File: config.mk
export PLATFORM = sky130hd
export DESIGN_NAME = dma_word_engine
export DESIGN_NICKNAME = d
export VERILOG_FILES = /design/src/rtl/dma_pkg.sv /design/src/rtl/dma_regif.sv /design/src/rtl/dma_datapath.sv /design/src/rtl/dma_engine.sv /design/src/rtl/dma_word_engine.sv
export SDC_FILE = /design/constraint.sdc
export NUM_CORES = 1
export LEC_CHECK = 0
export BUFFER_PORTS_ARGS = -buffer_cell sky130_fd_sc_hd__buf_2
export CORE_MARGIN = 3
export CORE_UTILIZATION = 43
export DETAILED_ROUTE_END_ITERATION = 16
export HOLD_SLACK_MARGIN = 0.1
export PLACE_DENSITY = 0.7
export SYNTH_ARGS = -nofsm -noshare
export SYNTH_HDL_FRONTEND = slang
export SYNTH_HIERARCHICAL = 1
export SYNTH_SLANG_ARGS = --single-unit
File: constraint.sdc
create_clock -name clk -period 2.6 [get_ports clk]
set_input_delay 0.65 -clock clk [delete_from_list [all_inputs] [get_ports clk]]
set_output_delay 0.65 -clock clk [all_outputs]
set_load 0.02 [all_outputs]
File: src/rtl/dma_pkg.sv
package dma_pkg;
  typedef enum logic [3:0] {
    ST_IDLE,
    ST_ARM,
    ST_REQ,
    ST_FETCH,
    ST_STORE,
    ST_LOAD,
    ST_CATCH,
    ST_PUT,
    ST_REL
  } dma_state_e;

  localparam logic [1:0] SEL_ADDR = 2'd0;
  localparam logic [1:0] SEL_CNT  = 2'd1;
  localparam logic [1:0] SEL_CTRL = 2'd2;
  localparam logic [1:0] SEL_STAT = 2'd3;

  localparam int CTRL_GO    = 0;
  localparam int CTRL_DIR   = 1;
  localparam int CTRL_STEAL = 2;
endpackage

File: src/rtl/dma_regif.sv
module dma_regif
  import dma_pkg::*;
#(
  parameter int DW = 16
) (
  input  logic          clk,
  input  logic          rst,
  input  logic          cpu_we,
  input  logic [1:0]    cpu_sel,
  input  logic [DW-1:0] cpu_wdata,
  input  logic          busy,
  input  logic [DW-1:0] cur_addr,
  input  logic [DW-1:0] cur_cnt,
  input  logic          set_irq,
  output logic          ld_addr,
  output logic          ld_cnt,
  output logic          go,
  output logic          go_dir,
  output logic          go_steal,
  output logic          irq,
  output logic [DW-1:0] cpu_rdata
);
  logic          irq_q;
  logic [DW-1:0] rd_nxt;
  logic          clr_irq;

  assign ld_addr  = cpu_we && (cpu_sel == SEL_ADDR) && !busy;
  assign ld_cnt   = cpu_we && (cpu_sel == SEL_CNT) && !busy;
  assign go       = cpu_we && (cpu_sel == SEL_CTRL) && cpu_wdata[CTRL_GO] && !busy;
  assign go_dir   = cpu_wdata[CTRL_DIR];
  assign go_steal = cpu_wdata[CTRL_STEAL];
  assign clr_irq  = cpu_we && (cpu_sel == SEL_STAT);
  assign irq      = irq_q;

  always_ff @(posedge clk) begin
    if (rst)          irq_q <= 1'b0;
    else if (set_irq) irq_q <= 1'b1;
    else if (clr_irq) irq_q <= 1'b0;
  end

  always_comb begin
    rd_nxt = '0;
    case (cpu_sel)
      SEL_ADDR: rd_nxt = cur_addr;
      SEL_CNT:  rd_nxt = cur_cnt;
      SEL_STAT: begin
        rd_nxt[0] = busy;
        rd_nxt[1] = irq_q;
      end
      default:  rd_nxt = '0;
    endcase
  end

  always_ff @(posedge clk) begin
    if (rst) cpu_rdata <= '0;
    else     cpu_rdata <= rd_nxt;
  end


  irq_hold_chk: assert property (@(posedge clk) disable iff (rst)
    (irq_q && !clr_irq) |=> irq_q);
endmodule

File: src/rtl/dma_datapath.sv
module dma_datapath #(
  parameter int DW = 16,
  parameter int AW = 12,
  parameter int CW = 8
) (
  input  logic          clk,
  input  logic          rst,
  input  logic          ld_addr,
  input  logic          ld_cnt,
  input  logic [AW-1:0] wr_addr,
  input  logic [CW-1:0] wr_cnt,
  input  logic          go,
  input  logic          go_dir,
  input  logic          go_steal,
  input  logic          step,
  input  logic          cap_dev,
  input  logic          cap_mem,
  input  logic [DW-1:0] dev_rdata,
  input  logic [DW-1:0] mem_rdata,
  output logic [AW-1:0] addr_q,
  output logic [CW-1:0] cnt_q,
  output logic [DW-1:0] buf_q,
  output logic          dir_q,
  output logic          steal_q,
  output logic          cnt_zero,
  output logic          cnt_last
);
  localparam logic [AW-1:0] ADDR_INC = AW'(1);
  localparam logic [CW-1:0] CNT_ONE  = CW'(1);

  always_ff @(posedge clk) begin
    if (rst) begin
      addr_q <= '0;
      cnt_q  <= '0;
    end else if (step) begin
      addr_q <= addr_q + ADDR_INC;
      cnt_q  <= cnt_q - CNT_ONE;
    end else begin
      if (ld_addr) addr_q <= wr_addr;
      if (ld_cnt)  cnt_q  <= wr_cnt;
    end
  end

  always_ff @(posedge clk) begin
    if (rst) begin
      dir_q   <= 1'b0;
      steal_q <= 1'b0;
    end else if (go) begin
      dir_q   <= go_dir;
      steal_q <= go_steal;
    end
  end

  always_ff @(posedge clk) begin
    if (rst)          buf_q <= '0;
    else if (cap_dev) buf_q <= dev_rdata;
    else if (cap_mem) buf_q <= mem_rdata;
  end

  assign cnt_zero = (cnt_q == '0);
  assign cnt_last = (cnt_q == CNT_ONE);


  addr_step_chk: assert property (@(posedge clk) disable iff (rst)
    $past(step) |-> (addr_q == $past(addr_q) + ADDR_INC));

  cnt_step_chk: assert property (@(posedge clk) disable iff (rst)
    $past(step) |-> (cnt_q == $past(cnt_q) - CNT_ONE));
endmodule

File: src/rtl/dma_engine.sv
module dma_engine
  import dma_pkg::*;
(
  input  logic clk,
  input  logic rst,
  input  logic go,
  input  logic cnt_zero,
  input  logic cnt_last,
  input  logic dir_d2m,
  input  logic steal,
  input  logic dev_ready,
  input  logic dma_ack,
  output logic dma_req,
  output logic busy,
  output logic step,
  output logic cap_dev,
  output logic cap_mem,
  output logic set_irq,
  output logic mem_we,
  output logic mem_re,
  output logic dev_rd,
  output logic dev_wr
);
  dma_state_e st, nxt;
  logic       keep;

  assign keep = !cnt_last && !steal && dev_ready;

  always_comb begin
    nxt     = st;
    step    = 1'b0;
    cap_dev = 1'b0;
    cap_mem = 1'b0;
    set_irq = 1'b0;
    case (st)
      ST_IDLE: if (go) begin
        if (cnt_zero) set_irq = 1'b1;
        else          nxt = ST_ARM;
      end
      ST_ARM:   if (dev_ready) nxt = ST_REQ;
      ST_REQ:   if (dma_ack) nxt = dir_d2m ? ST_FETCH : ST_LOAD;
      ST_FETCH: begin
        cap_dev = 1'b1;
        nxt     = ST_STORE;
      end
      ST_STORE: begin
        step = 1'b1;
        nxt  = keep ? ST_FETCH : ST_REL;
      end
      ST_LOAD:  nxt = ST_CATCH;
      ST_CATCH: begin
        cap_mem = 1'b1;
        nxt     = ST_PUT;
      end
      ST_PUT: begin
        step = 1'b1;
        nxt  = keep ? ST_LOAD : ST_REL;
      end
      ST_REL: if (!dma_ack) begin
        set_irq = cnt_zero;
        nxt     = cnt_zero ? ST_IDLE : ST_ARM;
      end
      default: nxt = ST_IDLE;
    endcase
  end

  always_ff @(posedge clk) begin
    if (rst) st <= ST_IDLE;
    else     st <= nxt;
  end

  assign dma_req = (st == ST_REQ) || (st == ST_FETCH) || (st == ST_STORE) ||
                   (st == ST_LOAD) || (st == ST_CATCH) || (st == ST_PUT);
  assign busy    = (st != ST_IDLE);
  assign mem_we  = (st == ST_STORE);
  assign mem_re  = (st == ST_LOAD);
  assign dev_rd  = (st == ST_FETCH);
  assign dev_wr  = (st == ST_PUT);


  bus_owner_chk: assert property (@(posedge clk) disable iff (rst)
    (mem_we || mem_re || dev_rd || dev_wr) |-> (dma_ack && dma_req));

  strobe_excl_chk: assert property (@(posedge clk) disable iff (rst)
    $onehot0({mem_we, mem_re, dev_rd, dev_wr}));

  steal_release_chk: assert property (@(posedge clk) disable iff (rst)
    (steal && $past(step)) |-> !dma_req);

  req_ready_chk: assert property (@(posedge clk) disable iff (rst)
    $rose(dma_req) |-> $past(dev_ready));
endmodule

File: src/rtl/dma_word_engine.sv
module dma_word_engine
  import dma_pkg::*;
#(
  parameter int DW = 16,
  parameter int AW = 12,
  parameter int CW = 8
) (
  input  logic          clk,
  input  logic          rst,
  input  logic          cpu_we,
  input  logic [1:0]    cpu_sel,
  input  logic [DW-1:0] cpu_wdata,
  output logic [DW-1:0] cpu_rdata,
  output logic          irq,
  output logic          dma_req,
  input  logic          dma_ack,
  output logic [AW-1:0] mem_addr,
  output logic [DW-1:0] mem_wdata,
  input  logic [DW-1:0] mem_rdata,
  output logic          mem_we,
  output logic          mem_re,
  input  logic          dev_ready,
  input  logic [DW-1:0] dev_rdata,
  output logic          dev_rd,
  output logic [DW-1:0] dev_wdata,
  output logic          dev_wr
);
  logic          ld_addr, ld_cnt, go, go_dir, go_steal, set_irq;
  logic          busy, step, cap_dev, cap_mem;
  logic [AW-1:0] addr_q;
  logic [CW-1:0] cnt_q;
  logic [DW-1:0] buf_q;
  logic          dir_q, steal_q, cnt_zero, cnt_last;

  dma_regif #(.DW(DW)) u_regif (
    .clk(clk), .rst(rst), .cpu_we(cpu_we), .cpu_sel(cpu_sel),
    .cpu_wdata(cpu_wdata), .busy(busy),
    .cur_addr(DW'(addr_q)), .cur_cnt(DW'(cnt_q)), .set_irq(set_irq),
    .ld_addr(ld_addr), .ld_cnt(ld_cnt), .go(go), .go_dir(go_dir),
    .go_steal(go_steal), .irq(irq), .cpu_rdata(cpu_rdata)
  );

  dma_datapath #(.DW(DW), .AW(AW), .CW(CW)) u_path (
    .clk(clk), .rst(rst), .ld_addr(ld_addr), .ld_cnt(ld_cnt),
    .wr_addr(cpu_wdata[AW-1:0]), .wr_cnt(cpu_wdata[CW-1:0]),
    .go(go), .go_dir(go_dir), .go_steal(go_steal), .step(step),
    .cap_dev(cap_dev), .cap_mem(cap_mem), .dev_rdata(dev_rdata),
    .mem_rdata(mem_rdata), .addr_q(addr_q), .cnt_q(cnt_q), .buf_q(buf_q),
    .dir_q(dir_q), .steal_q(steal_q), .cnt_zero(cnt_zero), .cnt_last(cnt_last)
  );

  dma_engine u_fsm (
    .clk(clk), .rst(rst), .go(go), .cnt_zero(cnt_zero), .cnt_last(cnt_last),
    .dir_d2m(dir_q), .steal(steal_q), .dev_ready(dev_ready), .dma_ack(dma_ack),
    .dma_req(dma_req), .busy(busy), .step(step), .cap_dev(cap_dev),
    .cap_mem(cap_mem), .set_irq(set_irq), .mem_we(mem_we), .mem_re(mem_re),
    .dev_rd(dev_rd), .dev_wr(dev_wr)
  );

  assign mem_addr  = (mem_we || mem_re) ? addr_q : '0;
  assign mem_wdata = mem_we ? buf_q : '0;
  assign dev_wdata = dev_wr ? buf_q : '0;


  irq_zero_chk: assert property (@(posedge clk) disable iff (rst)
    $rose(irq) |-> (cnt_q == '0));

  irq_release_chk: assert property (@(posedge clk) disable iff (rst)
    $rose(irq) |-> (!dma_req && !busy));
endmodule

After elaboration in Yosys (flattened, before gate mapping)
Index checks and enable logic that the tools add are counted.
- bits in registers: 59
- bits of input ports: 55
- output and inout bits: 66
- logic and storage cells: 86
- add/subtract/negate cells: 2
- eq/ne operators: 17
- mux-type cells: 30
- reduce and logical (&&, ||, !) cells: 29
- operator list (cell ; number):
    $mux 16 ; 4
    $mux 12 ; 3
    $pmux 4 s9 ; 1
    $mux 4 ; 7
    $pmux 10 s2 ; 1
    $eq 4x3->1 const B ; 4
    $mux 8 ; 2
    $add 12x1->12 const B ; 1
    $logic_and 1x1->1 ; 10
    $ne 2x2->1 const B ; 5
    $mux 1 ; 9
    $eq 4x2->1 const B ; 2
    $eq 8x1->1 const B ; 1
    $logic_not 8->1 ; 1
    $reduce_bool 2->1 ; 4
    $sub 8x1->8 const B ; 1
    $logic_or 1x1->1 ; 6
    $pmux 2 s3 ; 1
    $reduce_and 5->1 ; 1
    $eq 2x2->1 const B ; 2
    $eq 4x1->1 const B ; 1
    $eq 4x4->1 const B ; 1
    $logic_not 4->1 ; 1
    $reduce_bool 4->1 ; 1
    other kinds (6) ; 8

Depth between registers and ports, before layout
Gate-level depths: netlist of run 1.
- word-level depth: 7
- depth in mapped cells: 10
- gate-level depth less buffers: 8

Hierarchy
The synthesis of run 1 kept the hierarchy.
- modules (own cells, without submodules) (module ; times used ; cells an instance ; area each (sq um)):
    dma_datapath ; 1 ; 236 ; 1966.9
    dma_regif ; 1 ; 66 ; 704.4
    dma_engine ; 1 ; 64 ; 474.2
    dma_word_engine ; 1 ; 50 ; 357.8

Least setup slack after synthesis of run 1
No wires, ideal clock.
- kind: in2reg
- start: in cpu_sel[0]
- end: reg u_regif.irq_q, in the netlist u_regif/irq
- setup time: 0.078 ns
- arrival time: 2.147 ns
- slack: 0.375 ns
- stages: 7
- buffers on the path: 1
- cell sequence: buf_2 nor4b_1 inv_1 mux2i_1 and3_1 and4b_2 nor3_1
- cells in the longest elaborated chain, start to end: 7
- RTL lines (element ; RTL line ; source):
    start, declared ; dma_word_engine.sv:11 ; input logic [1:0] cpu_sel,
    $eq 2x2->1 (*) ; dma_regif.sv:29 ; assign go = cpu_we && (cpu_sel == SEL_CTRL) && cpu_wdata[CTRL_GO] && !busy;
    $logic_and 1x1->1 (*) (3 in series) ; dma_regif.sv:29 ;
    named net go ; dma_word_engine.sv:28 ; logic ld_addr, ld_cnt, go, go_dir, go_steal, set_irq;
    $mux 1 (*) ; dma_engine.sv:36 ; ST_IDLE: if (go) begin
    $pmux 1 s2 (*) ; dma_engine.sv:35 ; case (st)
    named net set_irq ; dma_word_engine.sv:28 ;
    $mux 1 / $reduce_bool 2->1 (equally long branches) ; - ;
    end signal, assigned ; dma_regif.sv:36 ; if (rst) irq_q <= 1'b0;
    end signal, assigned ; dma_regif.sv:37 ; else if (set_irq) irq_q <= 1'b1;
    end signal, assigned ; dma_regif.sv:38 ; else if (clr_irq) irq_q <= 1'b0;
    end, declared ; dma_regif.sv:23 ; logic irq_q;
The timed path passes the listed nets; every way through them passes the cells marked *.
A chain may end at the register's enable or synchronous reset.

Worst setup path in the final report of run 1
- start: reg u_fsm.st[0]
- end: out dev_wdata[11]
- cells in the longest elaborated chain, start to end: 2
- RTL lines (element ; RTL line ; source):
    start, declared ; dma_engine.sv:24 ; dma_state_e st, nxt;
    start signal, assigned ; dma_engine.sv:69 ; else st <= nxt;
    $eq 4x3->1 ; dma_engine.sv:78 ; assign dev_wr = (st == ST_PUT);
    $mux 16 ; dma_word_engine.sv:62 ; assign dev_wdata = dev_wr ? buf_q : '0;
    end, declared ; dma_word_engine.sv:25 ; output logic [DW-1:0] dev_wdata,
Every way passes these cells.

==> results of run 1 <==
power by group through the flow:
| stage | clock (uW) | sequential (uW) | combinational [uW] |
|---|---|---|---|
| 5_1_grt | 798 | 956 | 235 |
| 2_1_floorplan | 0 | 975 | 125 |
| 6_report | 734 | 952 | 212 |
| 4_1_cts | 753 | 951 | 211 |
| 3_5_place_dp | 0 | 972 | 209 |
| 3_3_place_gp | 0 | 971 | 205 |
registers in the layout (all words and copies together), names as in the netlist:
signal and count:
u_path/cnt_q 8, u_path/buf_q 16, u_regif/cpu_rdata 16, u_path/steal_q 1, u_regif/irq 1, u_path/dir_q 1, u_fsm/st 4, u_path/addr_q 12
stage by stage:
step           std cells  hold WS, ps    util  setup WS [ps]  total power, uW
2_1_floorplan        427        482.3       -          375.0             1100
3_3_place_gp         629        496.0  0.5322          411.5             1176
3_5_place_dp         629        505.3  0.5322          351.1             1181
4_1_cts              645        511.1  0.5540          37.61             1914
5_1_grt              645        531.0  0.5548          7.253             1989
6_report             645        509.2  0.5548          157.7             1898
area by class of cell:
type / count / area [um2]
Sequential cell: 59 / 1182
Tap cell: 102 / 127.6
Inverter: 8 / 30.03
Multi-Input combinational cell: 328 / 2121
Clock buffer: 10 / 127.6
Timing Repair Buffer: 132 / 700.7
Clock inverter: 6 / 42.54
Fill cell: 757 / 3476
synth_stat cells, types with 4 or more instances:
library cell | instances | area (um2)
o21ai_1 | 4 | 20.02
inv_1 | 7 | 26.28
and2_2 | 13 | 97.59
nor2b_1 | 9 | 56.30
ha_1 | 4 | 50.05
nand3_1 | 10 | 50.05
dfxtp_1 | 59 | 1181
o21ai_0 | 4 | 20.02
a21oi_1 | 28 | 140.1
o211ai_1 | 5 | 37.54
nand2_1 | 15 | 56.30
and2_1 | 19 | 118.9
clkbuf_1 | 6 | 22.52
buf_2 | 8 | 40.04
nor3_1 | 7 | 35.03
and3_1 | 6 | 37.54
xor2_1 | 4 | 35.03
nand4_1 | 4 | 25.02
o21a_1 | 13 | 97.59
a211oi_1 | 12 | 90.09
mux2i_1 | 37 | 370.4
buf_4 | 8 | 60.06
buf_6 | 5 | 56.30
nor2_1 | 70 | 262.8
a31oi_1 | 5 | 31.28
critical path, stage by stage (launching register included):
cell and delay, ps:
dfxtp_1 490, nor2b_2 250, and3_1 200, buf_4 200, and2_1 150, buf_2 160
layout by cell type (no fill, tap or decap), types with 3 or more instances in the layout:
master	count
buf_2	116
nor2_1	68
dfxtp_1	58
mux2i_1	37
a21oi_1	28
and2_1	19
buf_4	16
nand2_1	15
and2_2	13
o21a_1	13
a211oi_1	12
conb_1	12
nand3_1	10
clkbuf_8	9
nor2b_1	8
inv_1	7
nor3_1	7
and3_1	6
o211ai_1	5
a31oi_1	5
nor2_2	4
o21ai_1	4
o21ai_0	4
nand4_1	4
xor2_1	4
ha_1	4
nand2b_1	3
a2bb2oi_1	3
a221oi_1	3
and4_1	3
or3_1	3
how the worst min path moves through the flow:
stage | startpoint | endpoint | slack, ps | cells past startpoint
after global routing | u_regif/irq | u_regif/irq | 530 | 2
after detailed placement | u_regif/irq | u_regif/irq | 510 | 2
after global placement | u_regif/irq | u_regif/irq | 500 | 2
after CTS | u_regif/irq | u_regif/irq | 510 | 2
final | u_regif/irq | u_regif/irq | 510 | 2
after floorplan | u_path/cnt_q[5] | u_path/cnt_q[5] | 480 | 2
timing repair:
action | in CTS | in global routing
setup endpoints to repair | 0 | 36
hold buffers | 0 | 0
resized for setup | 0 | 3
cells by family after synthesis:
kind of cell    after synthesis  share of synthesized area
fa+ha+maj                     4                    0.01429
flops                        59                     0.3371
other cells                   1                   0.001070
xor+xnor                      4                   0.009999
compound gates               87                     0.1664
mux                          37                     0.1057
buf+inv                      40                    0.07321
simple gates                184                     0.2921
per-layer routing:
layer | track usage | wire length (um) | up-vias
met4 | 0.08412 | 197 | 0
met1 | 0.2598 | 3999 | 1551
met5 | 0 | 0 | -
met2 | 0.3191 | 4248 | 126
met3 | 0.05160 | 670 | 20
li1 | - | - | 1686
==> results.md, run 1 <==
* Status: finished, final reports clean
* Fmax at 0.4095 GHz
* VDD IR-drop max at 0.2382 mV
* Psw at 533.1 uW
* Maximum number of pins on one net before global-route repair at 33
* Minimum clock period at 2442 ps
* Sequential Power Share at 0.502
* Row count at 32
* Drt drc at 0
* Synth Cell Area at 0.003503 mm2
* HPWL after DPL at 6.693 mm
* Mapped Avg Cell Area at 8.422 um2
* Gate power share at 0.112
* Vias post-DR at 3383
* Critical path fanouts, max at 17
* GR Overflow Total at 0
* Worst setup EP type: output port
* Die W at 96.26 um
* RSZ-0062 raised after global routing: no
* Worst-skew pair later-pin latency at 340 ps
* Clock transition at the registers of the reported paths at 70 ps
* Lkg Pwr at 0.001993 uW
* Setup bufs post-CTS at 0
* Total routed wirelength at 9.116 mm
* Seq/Total Area, Yosys at 0.3371
* Arr. time, crit path at 1790 ps
* TritonCTS clock tree: done
* Worst reg2reg path depth at 8
* Number of flops mapped to enable cells by yosys at 0
* TritonRoute pass-1 iters at 4
* Worst r2r src: u_fsm/st[0]
* Hold WC Path Type: register to register
* Root buffer cell: clkbuf_8
* Post-route cell area at 0.004332 mm2
* CP Launch Type: register
* CP Launch Point: u_fsm/st[0]
* Post-route ant nets at 0
* Routed WL per cell at 14.13 um
* Antenna Cells at 0
* R2R setup slack at 410 ps
* Worst slew pin tran at 552.3 ps
* WS Path Type: register to output port
* Tot GR Track Use at 0.2018
* Rel. slew slack at 0.6318
* Clock power share at 0.387
* Skew final at 9.015 ps
* Area of placed instances at 0.004155 mm2
* Die ar. at 0.009266 mm2
* Count of state elements after synthesis at 59
* Final setup violation count at 0
* Async set or reset register ratio after synthesis at 0
* Layout cells sized above 1 at 0.3370
* CP Data Required Time at 1950 ps
* Core Area at 0.007807 mm2
* Area growth syn-to-layout at 23.64%
* Global-route wire length before repair at 14.68 mm
* YS warnings at 6
* Clk sinks at 59
* Vias in the first global route at 3133
* Count of cell types in the netlist at 63
* Synthesized instance count at 416
* Top FF cell, synth: dfxtp_1
* Fin Setup TNS at 0 ps
* Initial antenna violation count at 0
* Vias per cell at 5.245
* RR Endpoint: u_path/addr_q[11]
* Drt first-iter violations at 125
* Max Cap Viol at 0
* Port buffer count at 116
* Period utilisation layout at 0.9393
* Cell Pwr Density at 438.1 mW/mm2
* Nets at 597
* Cts bufs inserted at 9
* Internal Power at 1365 uW
* Clk buf depth at 2
* Crit path to: dev_wdata[11]
* Final hold vios at 0
* Initial core utilization at 0.4487
* Die height at 96.26 um
* Switching Fraction at 0.2809
* H-tree depth at 3
* Boundary pin count at 121
* RePlAce Congestion at 0.8476
* Slew Viols, Final at 0
No activity file was read; power rests on OpenSTA's default activity.
==> inputs of run 2 (changes only) <==
--- a/config.mk
+++ b/config.mk
@@ -6,6 +6,7 @@
 export NUM_CORES = 1
 export LEC_CHECK = 0
 export BUFFER_PORTS_ARGS = -buffer_cell sky130_fd_sc_hd__buf_2
+export CORE_ASPECT_RATIO = 0.6
 export CORE_MARGIN = 3
 export CORE_UTILIZATION = 43
 export DETAILED_ROUTE_END_ITERATION = 16
==> run 2 against run 1 <==
Setup slack got worse by 32 ps. Highest routed layer unchanged. First-iteration DRC count increased by 70%. Largest power group is now the clock network. Count of clock-buffer cells in the layout increased by 1.
==> results.md, run 2 (synthesis gave the netlist of run 1 again) <==
* Layout fillers at 706
* Internal Power at 1784 uW
* Fin Setup TNS at 0 ps
* Root buffer cell: clkbuf_16
* Lkg Pwr at 0.002056 uW
* CP Data Required Time at 1950 ps
* Die ar. at 0.009302 mm2
* Switching Fraction at 0.2423
* Final hold vios at 0
* Clock transition at the registers of the reported paths at 50 ps
* Period utilisation layout at 0.9515
* Worst Hold Path Cells at 2
* WS Path Type: register to output port
* Vias per cell at 5.326
* Post-route ant nets at 0
* Routed WL per cell at 15.63 um
* Row count at 24
* GR Overflow Total at 0
* Critical-path cell list: nor2_1, and3_1, buf_4, and2_2, buf_2
* Worst path slowest cell: dfxtp_1
* TritonRoute pass-1 iters at 5
* Skew final at 7.202 ps
* Finished Core Util at 0.5888
* Cts bufs inserted at 9
* Vias post-DR at 3451
* Worst-skew pair later-pin latency at 340 ps
* Sequential cell area at 0.001181 mm2
* Area growth syn-to-layout at 27.18%
* Hold Path Sink: u_regif/irq
* Crit path buffers/inverters at 2
* Drt first-iter violations at 212
* Largest regs: u_path/buf_q (16), u_regif/cpu_rdata (16), u_path/addr_q (12)
* Final setup violation count at 0
* Worst slew pin tran at 557.0 ps
* CTS Hold Bufs at 0
* Tot GR Track Use at 0.2159
* Die W at 122.5 um
* R2R setup slack at 320 ps
* Crit path largest cell delay at 360 ps
* RePlAce Congestion at 0.8905
* Most frequent cells in the layout: buf_2, nor2_1, dfxtp_1, mux2i_1, a21oi_1
* Nets at 598
* Vias in the first global route at 3168
* Critical path fanouts, max at 17
* Hold Startpoint: u_regif/irq
* Clock power share at 0.501
* Initial antenna violation count at 0
* Core Area at 0.007567 mm2
* Fmax at 0.4042 GHz
* Total routed wirelength at 10.13 mm
* Maximum number of pins on one net before global-route repair at 44
* Psw at 570.3 uW
* Cell Pwr Density at 528.3 mW/mm2
* Drt drc at 0
* Clk buf depth at 2
* RSZ-0062 raised after global routing: no
* Max Cap Viol at 0
* H-tree depth at 3
* Footprint of the multi-input gates at 0.002111 mm2
* TritonCTS clock tree: done
* Arr. time, crit path at 1820 ps
* Clk sinks at 59
* Delay-heaviest family, CP: simple AND/OR/NAND/NOR gates
* Die height at 75.92 um
* Worst setup EP type: output port
* Rel. slew slack at 0.6287
* Gate power share at 0.093
* Boundary pin count at 121
* Antenna Cells at 0
* RR Endpoint: u_path/addr_q[11]
* Worst r2r src: u_fsm/st[0]
* Slew Viols, Final at 0
* CP Launch Type: register
* Minimum clock period at 2474 ps
* Port buffer count at 116
* Global-route wire length before repair at 16.03 mm
* Status: finished, final reports clean
* Hold WC Path Type: register to register
* HPWL after DPL at 7.452 mm
* Final total power at 2354 uW
* Most common cell after layout, fill and taps aside: buf_2
* Initial core utilization at 0.4630
* Layout cells sized above 1 at 0.3327
* Sequential Power Share at 0.406
* VDD IR-drop max at 0.2900 mV
* Worst reg2reg path depth at 8
[run 2: final cells by class]
type                    instances  area share
clock buffers                  11     0.05448
clock inverters                 5     0.01179
inverters                       8    0.006740
multi-input cells             328      0.4737
flip-flops and latches         59      0.2651
well taps                     104     0.02921
repair buffers                133      0.1589
[run 2: tightest hold or removal path: cells and delay by family (launching register included)]
| family | cells | cell delay (ps) |
|---|---|---|
| flops | 1 | 320 |
| simple gates | 2 | 150 |
[run 2: worst max path at each step]
stage | startpoint | end | slack [ps] | cells after the start
floorplan | cpu_sel[0] | u_regif/irq | 380 | 7
global placement | u_fsm/st[0] | mem_addr[11] | 450 | 4
detailed placement | u_fsm/st[0] | u_path/addr_q[11] | 420 | 8
CTS | u_fsm/st[0] | mem_addr[2] | 50 | 4
global route | u_fsm/st[0] | mem_wdata[15] | 20 | 5
finish | u_fsm/st[0] | mem_wdata[6] | 130 | 5
[run 2: power groups by stage]
| stage | combinational [uW] | clock (uW) | sequential, uW |
|---|---|---|---|
| after floorplan | 125 | 0 | 975 |
| after global placement | 209 | 0 | 972 |
| after detailed placement | 215 | 0 | 973 |
| after CTS | 217 | 1200 | 954 |
| after global routing | 239 | 1250 | 957 |
| final | 220 | 1180 | 955 |
[run 2: metal layers]
metal,GRT usage,vias to the layer above,part of all wire
li1,-,1692,-
met1,0.3224,1611,0.49
met2,0.2882,139,0.41
met3,0.08631,9,0.089
met4,0.04469,0,0.0057
met5,0,-,0
[run 2: per-stage QoR]
stage / area, um2 / instances / setup slack (ps) / hold WS [ps]
global route: 4456 / 648 / 23.45 / 543.7
floorplan: 3545 / 427 / 375.0 / 482.3
CTS: 4454 / 648 / 47.99 / 507.9
detailed placement: 4159 / 632 / 416.1 / 497.2
global placement: 4159 / 632 / 452.6 / 495.1
finish: 4456 / 648 / 126.0 / 509.5
[run 2: timing repair]
item                                    4_1_cts  5_1_grt
setup buffers                                 0        0
hold endpoints to repair                      0        0
endpoints found under the setup margin        0       12
gates resized for setup                       0        1
==> inputs of run 3 (changes only) <==
--- a/config.mk
+++ b/config.mk
@@ -7,10 +7,10 @@
 export LEC_CHECK = 0
 export BUFFER_PORTS_ARGS = -buffer_cell sky130_fd_sc_hd__buf_2
 export CORE_ASPECT_RATIO = 0.6
-export CORE_MARGIN = 3
 export CORE_UTILIZATION = 43
 export DETAILED_ROUTE_END_ITERATION = 16
 export HOLD_SLACK_MARGIN = 0.1
+export MAX_ROUTING_LAYER = met4
 export PLACE_DENSITY = 0.7
 export SYNTH_ARGS = -nofsm -noshare
 export SYNTH_HDL_FRONTEND = slang
==> run 3 against run 2 <==
First-iteration DRC count up 24%. Largest power group unchanged. Final cell count rose by 0.62%. Flip-flop and latch count did not move. Setup slack better by 4.3 ps. Routed wire length shrank 6.4%. Sequential share of layout area barely moved. Highest routed layer unchanged. Critical path depth stayed put. Register-to-register slack better by 100 ps. Via count fell by 0.64%. Die area down 8.4%. Combinational power shrank 2%. Critical path type unchanged.
==> results.md, run 3 (synthesis gave the netlist of run 1 again) <==
* Root buffer cell: clkbuf_16
* CP Data Required Time at 1950 ps
* Cell Pwr Density at 510.1 mW/mm2
* Antenna Cells at 0
* Routed WL per cell at 14.55 um
* Most frequent cells in the layout: buf_2, nor2_1, dfxtp_1, mux2i_1, a21oi_1
* Row count at 25
* Arr. time, crit path at 1820 ps
* Fin Setup TNS at 0 ps
* Port buffer count at 116
* Lkg Pwr at 0.002037 uW
* Vias per cell at 5.259
* Die height at 71.92 um
* Post-Place Worst Slack at 349.6 ps
* Boundary pin count at 121
* Clk buf depth at 2
* TritonCTS clock tree: done
* Drt drc at 0
* Post-route ant nets at 0
* Most common cell after layout, fill and taps aside: buf_2
* Initial antenna violation count at 0
* Status: finished, final reports clean
* Critical path fanouts, max at 19
* Vias post-DR at 3429
* Worst setup EP type: output port
* CP Launch Type: register
* Area growth syn-to-layout at 26.96%
* Worst Hold Path Cells at 2
* Vias in the first global route at 3008
* Maximum number of pins on one net before global-route repair at 34
* Max Cap Viol at 0
* WS Path Type: register to output port
* Fmax at 0.4049 GHz
* Final setup violation count at 0
* Cts bufs inserted at 9
* Nets at 598
* TritonRoute pass-1 iters at 6
* Tot GR Track Use at 0.2346
* Total routed wirelength at 9.485 mm
* Layout cells sized above 1 at 0.3382
* Rel. slew slack at 0.6244
* VDD IR-drop max at 0.2868 mV
* RSZ-0062 raised after global routing: no
* Drt first-iter violations at 262
* Worst r2r src: u_fsm/st[0]
* Footprint of the multi-input gates at 0.002115 mm2
* GR Overflow Total at 0
* RR Endpoint: u_path/addr_q[11]
* Global-route wire length before repair at 15.35 mm
* R2R setup slack at 420 ps
* Die ar. at 0.008524 mm2
* Area of placed instances at 0.004164 mm2
* Worst-skew pair later-pin latency at 330 ps
* Die W at 118.5 um
* HPWL after DPL at 6.969 mm
* Clock transition at the registers of the reported paths at 50 ps
* Minimum clock period at 2470 ps
* Worst reg2reg path depth at 8
* Initial core utilization at 0.4444
* H-tree depth at 3
* RePlAce Congestion at 0.8787
* Hold Startpoint: u_regif/irq
* Hold Path Sink: u_regif/irq
* Post-route cell area at 0.004448 mm2
* Largest regs: u_path/buf_q (16), u_regif/cpu_rdata (16), u_path/addr_q (12)
* Clk sinks at 59
* Final WS setup at 130.4 ps
* Slew Viols, Final at 0
* Worst slew pin tran at 563.5 ps
* Core Area at 0.007883 mm2
* Sequential cell area at 0.001181 mm2
* Skew final at 6.802 ps
* Period utilisation layout at 0.9499
* Final hold vios at 0
* Layout fillers at 735
* Hold WC Path Type: register to register
[run 3: layer usage]
layer  track usage  routed length (um)
met5             -                   0
met4       0.04923                  91
met3       0.05975                 880
met2        0.3268                3820
met1        0.3382                4693
[run 3: how the worst max path moves through the flow]
stage | cells past startpoint | end | slack [ps] | from
floorplan | 7 | u_regif/irq | 380 | cpu_sel[0]
global placement | 4 | mem_addr[11] | 390 | u_fsm/st[0]
detailed placement | 4 | mem_addr[5] | 350 | u_fsm/st[0]
CTS | 5 | mem_wdata[15] | 30 | u_fsm/st[0]
global route | 5 | mem_wdata[4] | 40 | u_fsm/st[0]
finish | 5 | mem_wdata[4] | 130 | u_fsm/st[0]
[run 3: cell type report]
cell class                 instances  area share
inverter                           8    0.006751
tap                              108     0.03038
clock buffer                       9     0.05063
multi-input combinational        328      0.4754
clock inverter                     7     0.01210
timing repair buffer             133      0.1592
sequential                        59      0.2655
[run 3: repair_timing]
item / CTS / global route
gates resized for setup: 1 / 2
buffers inserted: 0 / 0
hold buffers: 0 / 0
endpoints found under the setup margin: 12 / 22
[run 3: power breakdown]
part | internal (uW) | leakage [uW] | switching, uW | total (uW)
registers | 927 | 0.000478 | 28.5 | 956
logic | 95.4 | 0.00143 | 121 | 216
clock network | 648 | 0.000128 | 449 | 1100
total | 1670 | 0.00204 | 598 | 2270
[run 3: critical path: stages (launching register included)]
cell,delay (ps)
dfxtp_1,500
nor2_1,110
and3_2,300
buf_4,220
and2_2,200
buf_2,150
[run 3: through the flow]
step                hold WS (ps)    util  power [uW]  std cells
floorplan                  482.3       -        1100        427
global placement           492.4  0.5283        1182        636
detailed placement         498.6  0.5283        1187        636
CTS                        505.9  0.5638        2285        652
global route               544.7  0.5643        2360        652
finish                     511.7  0.5643        2269        652
